[src/rtl/exc_track_pkg.sv]
package exc_track_pkg;

    // Number of pipeline registers after fetch: ID, EX, MEM, WB
    localparam int NUM_SLOTS = 4;
    localparam int NUM_CAUSE = 8;
    localparam int CODE_W    = 4;

    // Cause vector bit positions; order sets reporting priority
    localparam int CB_IF_PAGE   = 0;
    localparam int CB_IF_ALIGN  = 1;
    localparam int CB_IF_PROT   = 2;
    localparam int CB_ID_ILL    = 3;
    localparam int CB_EX_ARITH  = 4;
    localparam int CB_MEM_PAGE  = 5;
    localparam int CB_MEM_ALIGN = 6;
    localparam int CB_MEM_PROT  = 7;

    localparam int SLOT_ID  = 0;
    localparam int SLOT_EX  = 1;
    localparam int SLOT_MEM = 2;
    localparam int SLOT_WB  = 3;

    typedef logic [NUM_CAUSE-1:0] cause_vec_t;

    typedef enum logic [CODE_W-1:0] {
        EXC_NONE       = 4'd0,
        EXC_FETCH_PAGE = 4'd1,
        EXC_FETCH_ALGN = 4'd2,
        EXC_FETCH_PROT = 4'd3,
        EXC_ILLEGAL    = 4'd4,
        EXC_ARITH      = 4'd5,
        EXC_DATA_PAGE  = 4'd6,
        EXC_DATA_ALGN  = 4'd7,
        EXC_DATA_PROT  = 4'd8
    } exc_code_e;

    typedef struct packed {
        logic       live;
        logic       rf_wr;
        cause_vec_t vec;
    } slot_t;

    localparam slot_t SLOT_EMPTY = '{live: 1'b0, rf_wr: 1'b0, vec: '0};

    // Lowest set bit wins: earliest stage has priority
    function automatic exc_code_e first_cause(cause_vec_t v);
        exc_code_e c;
        c = EXC_NONE;
        for (int i = NUM_CAUSE - 1; i >= 0; i--) begin
            if (v[i]) c = exc_code_e'(CODE_W'(i + 1));
        end
        return c;
    endfunction

endpackage

[src/rtl/exc_slot_reg.sv]
module exc_slot_reg
    import exc_track_pkg::*;
#(
    parameter int PC_W = 32
) (
    input  logic            clk,
    input  logic            rst,
    input  logic            flush,
    input  slot_t           d_slot,
    input  logic [PC_W-1:0] d_pc,
    output slot_t           q_slot,
    output logic [PC_W-1:0] q_pc
);

    always_ff @(posedge clk) begin
        if (rst || flush) begin
            q_slot <= SLOT_EMPTY;
        end else begin
            q_slot <= d_slot;
        end
    end

    // PC needs no reset: it is only meaningful while live
    always_ff @(posedge clk) begin
        q_pc <= d_pc;
    end

endmodule

[src/rtl/exc_cause_merge.sv]
module exc_cause_merge
    import exc_track_pkg::*;
(
    input  slot_t      in_slot,
    input  cause_vec_t post_vec,
    input  logic       post_rf_wr,
    output slot_t      out_slot
);

    always_comb begin
        out_slot = in_slot;
        if (in_slot.live) begin
            out_slot.vec   = in_slot.vec | post_vec;
            out_slot.rf_wr = in_slot.rf_wr | post_rf_wr;
        end
    end

endmodule

[src/rtl/exc_retire_unit.sv]
module exc_retire_unit
    import exc_track_pkg::*;
#(
    parameter int              PC_W       = 32,
    parameter logic [PC_W-1:0] HANDLER_PC = 32'h0000_0080
) (
    input  slot_t             wb_slot,
    input  logic [PC_W-1:0]   wb_pc,
    output logic              commit,
    output logic [PC_W-1:0]   commit_pc,
    output logic              rf_we,
    output logic              exc_valid,
    output logic [CODE_W-1:0] exc_cause,
    output logic [PC_W-1:0]   exc_pc,
    output logic              flush,
    output logic              redirect_valid,
    output logic [PC_W-1:0]   redirect_pc
);

    logic faulted;

    always_comb begin
        faulted        = wb_slot.live && (wb_slot.vec != '0);
        commit         = wb_slot.live && !faulted;
        commit_pc      = wb_pc;
        rf_we          = commit && wb_slot.rf_wr;
        exc_valid      = faulted;
        exc_cause      = faulted ? first_cause(wb_slot.vec) : EXC_NONE;
        exc_pc         = wb_pc;
        flush          = faulted;
        redirect_valid = faulted;
        redirect_pc    = HANDLER_PC;
    end

endmodule

[src/rtl/exc_store_gate.sv]
module exc_store_gate
    import exc_track_pkg::*;
(
    input  slot_t mem_slot,
    input  logic  store_req,
    input  logic  flush,
    output logic  mem_we
);

    // mem_slot already carries this cycle's memory-stage causes
    always_comb begin
        mem_we = mem_slot.live && store_req && (mem_slot.vec == '0) && !flush;
    end

endmodule

[src/rtl/exc_precise_pipe.sv]
module exc_precise_pipe
    import exc_track_pkg::*;
#(
    parameter int              PC_W       = 32,
    parameter logic [PC_W-1:0] HANDLER_PC = 32'h0000_0080
) (
    input  logic              clk,
    input  logic              rst,
    input  logic              fetch_valid_i,
    input  logic [PC_W-1:0]   fetch_pc_i,
    input  logic [2:0]        if_cause_i,
    input  logic              id_illegal_i,
    input  logic              id_rf_wr_i,
    input  logic              ex_arith_i,
    input  logic [2:0]        mem_cause_i,
    input  logic              mem_store_i,
    output logic              commit_o,
    output logic [PC_W-1:0]   commit_pc_o,
    output logic              rf_we_o,
    output logic              mem_we_o,
    output logic              exc_valid_o,
    output logic [CODE_W-1:0] exc_cause_o,
    output logic [PC_W-1:0]   exc_pc_o,
    output logic              flush_o,
    output logic              redirect_valid_o,
    output logic [PC_W-1:0]   redirect_pc_o
);

    localparam int NUM_POST = NUM_SLOTS - 1;

    // d side: index k feeds register k; q side: register k holds stage k
    slot_t           slot_d [NUM_SLOTS];
    slot_t           slot_q [NUM_SLOTS];
    logic [PC_W-1:0] pc_d   [NUM_SLOTS];
    logic [PC_W-1:0] pc_q   [NUM_SLOTS];

    cause_vec_t      post_vec [NUM_POST];
    logic            post_rf  [NUM_POST];

    logic            flush_w;

    // Fetch stage: the new instruction starts with its fetch causes
    always_comb begin
        slot_d[SLOT_ID]       = SLOT_EMPTY;
        slot_d[SLOT_ID].live  = fetch_valid_i;
        slot_d[SLOT_ID].vec[CB_IF_PROT:CB_IF_PAGE] =
            fetch_valid_i ? if_cause_i : 3'b000;
        pc_d[SLOT_ID]         = fetch_pc_i;
    end

    // Per-stage postings into the vector of the held instruction
    always_comb begin
        for (int k = 0; k < NUM_POST; k++) begin
            post_vec[k] = '0;
            post_rf[k]  = 1'b0;
        end
        post_vec[SLOT_ID][CB_ID_ILL]                   = id_illegal_i;
        post_rf[SLOT_ID]                               = id_rf_wr_i;
        post_vec[SLOT_EX][CB_EX_ARITH]                 = ex_arith_i;
        post_vec[SLOT_MEM][CB_MEM_PROT:CB_MEM_PAGE]    = mem_cause_i;
    end

    for (genvar k = 0; k < NUM_POST; k++) begin : g_merge
        exc_cause_merge i_merge (
            .in_slot    (slot_q[k]),
            .post_vec   (post_vec[k]),
            .post_rf_wr (post_rf[k]),
            .out_slot   (slot_d[k+1])
        );
        assign pc_d[k+1] = pc_q[k];
    end

    for (genvar k = 0; k < NUM_SLOTS; k++) begin : g_slot
        exc_slot_reg #(.PC_W(PC_W)) i_reg (
            .clk    (clk),
            .rst    (rst),
            .flush  (flush_w),
            .d_slot (slot_d[k]),
            .d_pc   (pc_d[k]),
            .q_slot (slot_q[k]),
            .q_pc   (pc_q[k])
        );
    end

    exc_retire_unit #(.PC_W(PC_W), .HANDLER_PC(HANDLER_PC)) i_retire (
        .wb_slot        (slot_q[SLOT_WB]),
        .wb_pc          (pc_q[SLOT_WB]),
        .commit         (commit_o),
        .commit_pc      (commit_pc_o),
        .rf_we          (rf_we_o),
        .exc_valid      (exc_valid_o),
        .exc_cause      (exc_cause_o),
        .exc_pc         (exc_pc_o),
        .flush          (flush_w),
        .redirect_valid (redirect_valid_o),
        .redirect_pc    (redirect_pc_o)
    );

    // slot_d[SLOT_WB] is the memory-stage instruction with this cycle's causes
    exc_store_gate i_store (
        .mem_slot  (slot_d[SLOT_WB]),
        .store_req (mem_store_i),
        .flush     (flush_w),
        .mem_we    (mem_we_o)
    );

    assign flush_o = flush_w;

endmodule

[config.mk]
export PLATFORM = sky130hd
export DESIGN_NAME = exc_precise_pipe
export DESIGN_NICKNAME = d
export VERILOG_FILES = /design/src/rtl/exc_track_pkg.sv /design/src/rtl/exc_slot_reg.sv /design/src/rtl/exc_cause_merge.sv /design/src/rtl/exc_retire_unit.sv /design/src/rtl/exc_store_gate.sv /design/src/rtl/exc_precise_pipe.sv
export SDC_FILE = /design/constraint.sdc
export NUM_CORES = 1
export LEC_CHECK = 0
export ABC_AREA = 1
export BUFFER_PORTS_ARGS = -buffer_cell sky130_fd_sc_hd__buf_2
export CORE_ASPECT_RATIO = 0.8
export CORE_UTILIZATION = 47
export CTS_CLUSTER_DIAMETER = 150
export DETAILED_ROUTE_END_ITERATION = 12
export GPL_TIMING_DRIVEN = 0
export PLACE_DENSITY_LB_ADDON = 0.1
export SYNTH_ARGS = -nofsm -noshare
export SYNTH_HDL_FRONTEND = slang
export SYNTH_SLANG_ARGS = --single-unit
export TNS_END_PERCENT = 10
[constraint.sdc]
create_clock -name clk -period 1.3 [get_ports clk]
set_clock_uncertainty 0.05 [all_clocks]
set_input_delay 0.065 -clock clk [delete_from_list [all_inputs] [get_ports clk]]
set_output_delay 0.065 -clock clk [all_outputs]
set_load 0.005 [all_outputs]
==> out/results.tsv <==
metric	value	unit
r2r_end	g_slot[3].i_reg.q_slot[0]$_SDFF_PP0_	
p_leak	0.00292	uW
drtAntennaViolNets	0	
cts_buffers	17	
hp-class	in -> reg	
grt_pass1_wl	9.54	mm
finalNetCount	583	
clkSinkCount	155	
hpwl	3.63	mm
grt_max_degree	17	
r2r-start	g_slot[3].i_reg.q_slot[3]$_SDFF_PP0_	
design.core.area	8450	sq um
finalHoldViolCount	0	
timing.final.ws_setup	-0.320	ns
wl_per_cell	9.12	um
htreeDepth	4	
avgSynthCellArea	12.7	sq um
setup_tns	-2.99	ns
drc_errors	0	
critPathLaunchType	flip-flop	
yosys.area.top_type_share	76.0	%
crit_required	1.19	ns
firstDrtPassIters	4	
io_buffers	118	
period_share	125	%
synth_commonest_cells	dfxtp_1 (155), buf_4 (66), inv_1 (32)	
cts_root_buffer	clkbuf_8	
drive_above_1_share	46.7	%
synth_area_leaders	dfxtp_1 (76%), buf_4 (12%), inv_1 (2.9%)	
die-area	9070	sq um
r2r_slack	0.04	ns
place_congestion	0.787	
yosysMostFrequentCell	dfxtp_1	
die_w	106	um
synth_cell_types	18	
outcome	finished, violations left	
drt-total-wl	6.04	mm
row_count	30	
syn_to_final_growth	47.8	%
endpoint	exc_cause_o[2]	
num_io_pins	151	
syn-instance-count	321	
chipHeight	85.4	um
min_period	1.62	ns
setup_viol	10	
synth_top_cell_by_area	dfxtp_1	
insertion_delay	0.50	ns
drtIter0Drc	47	
failed_checks	negative setup slack	
rsz0062_at_grt	yes	
synth_flop_cell	dfxtp_1	
hold_depth	2	
path_cells	nor2_4 -> nand2_4 -> nor2_4 -> buf_4 -> buf_6 -> nor2_1 -> buf_2	
endpoint_kind	primary output	
cp_max_fo	3	
ir_worst_vdd	0.00121	V
cpMostUsedCell	nor2_4	
cts_tree	done	
p_per_area	1670	nW/um^2
slowest_delay	0.34	ns
start_util	48.4	%
synth_seq_cells	155	
netlist_area	4080	sq um
viasPerCell	3.67	
synth_edf_count	0	
gr-usage-all-layers	14.2	%
startpoint	g_slot[3].i_reg.q_slot[6]$_SDFF_PP0_	
fmax	617	MHz
seq_area_frac_synth	76.0	%
grt_pass1_vias	2194	
antenna_found_initial	0	
path_clk_slew	0.07	ns
dp_slack	0.00378	ns
vias	2428	
r2r_cells	7	
slowest_stage	dfxtp_2	
drv_slew	0	
crit_arrival	1.50	ns
drv_cap	0	
clk_path_buf_depth	2	
antennaDiodeCount	0	
yosys_warnings	0	
async_flop_share	0	%
crit_type	reg -> out	
gr-total-overflow	0	
## cells in the final DEF (no fill, tap or decap)
cell             n
nor3_1           1
dfxtp_1        151
nand2_4          1
nor2_1          14
nor4_1           1
bufinv_16        1
inv_1           31
nor2_4           4
nor4_2           1
clkinvlp_4       4
inv_8            1
o21ai_4          1
nor3b_2          1
conb_1          32
clkbuf_8         2
inv_2            1
nand3_1          2
inv_6            4
nand4_1          2
buf_2          116
dfxtp_2          4
buf_6            7
nor2_2          18
clkbuf_16       16
buf_4           70
nand2_2          2
o21ai_0          1
a21oi_1          1
dlygate4sd3_1   43
clkinv_4         3
nand2_1         14
## power by group
part	switching, uW	total (uW)	internal (uW)
logic	177	523	346
registers	63.8	5040	4980
clock network	1900	4520	2620
## metal layers
| layer | track usage [%] | wire length (um) |
|---|---|---|
| met3 | 5.99 | 393 |
| met5 | 0 | 0 |
| met2 | 23.9 | 3030 |
| met4 | 8.84 | 57 |
| met1 | 14.6 | 2550 |
## logic make-up after synthesis
group / count (synthesis) / share of synthesized area (%)
other: 2 / 0.184
and+or+nand+nor: 61 / 7.57
DFF: 155 / 76.0
buffers and inverters: 100 / 15.6
AOI/OAI and AO/OA: 3 / 0.643
## final cells by class
class / instances / area, sq um
timing repair buffer: 168 / 1090
sequential: 155 / 3110
tap: 112 / 140
clock buffer: 18 / 428
inverter: 32 / 120
buffer: 68 / 526
fill: 630 / 2410
clock inverter: 13 / 133
multi-input combinational: 96 / 492
## worst max-delay path: cells and delay by family (launching register included)
family,cells,cell delay (ns)
DFF,1,0.34
buffers and inverters,3,0.32
and+or+nand+nor,4,0.36
## state kept, by name, indices dropped and copies added, names as in the netlist
signal,flops
g_slot.i_reg.q_pc,128
g_slot.i_reg.q_slot,27
## per-stage QoR
step                      instance area, sq um  cells  hold WS (ns)  total power (uW)  util, %
after detailed placement                  4930    581         0.119              5550     58.3
after global placement                    4930    581         0.117              5540     58.3
after floorplan                           4200    351        0.0427              5370        -
after global routing                      6040    662         0.110             10500     71.5
after CTS                                 6000    661         0.116             10200     71.0
final                                     6040    662         0.142             10100     71.5
## worst min-delay path by stage
stage                                        to  slack (ns)            from
6_report        g_slot[0].i_reg.q_pc[2]$_DFF_P_        0.14   fetch_pc_i[2]
5_1_grt         g_slot[0].i_reg.q_pc[3]$_DFF_P_        0.11   fetch_pc_i[3]
4_1_cts        g_slot[0].i_reg.q_pc[24]$_DFF_P_        0.12  fetch_pc_i[24]
3_5_place_dp   g_slot[0].i_reg.q_pc[21]$_DFF_P_        0.12  fetch_pc_i[21]
3_3_place_gp   g_slot[0].i_reg.q_pc[31]$_DFF_P_        0.12  fetch_pc_i[31]
2_1_floorplan   g_slot[0].i_reg.q_pc[0]$_DFF_P_        0.04   fetch_pc_i[0]
## repair_timing
item,CTS,global route
setup buffers,6,1
hold buffers,43,0
setup endpoints to repair,10,34
pin swaps,9,3
hold endpoints to repair,59,0
resized for setup,12,7
gates cloned,0,0
Note: power is estimated with default switching activity, not from simulation.
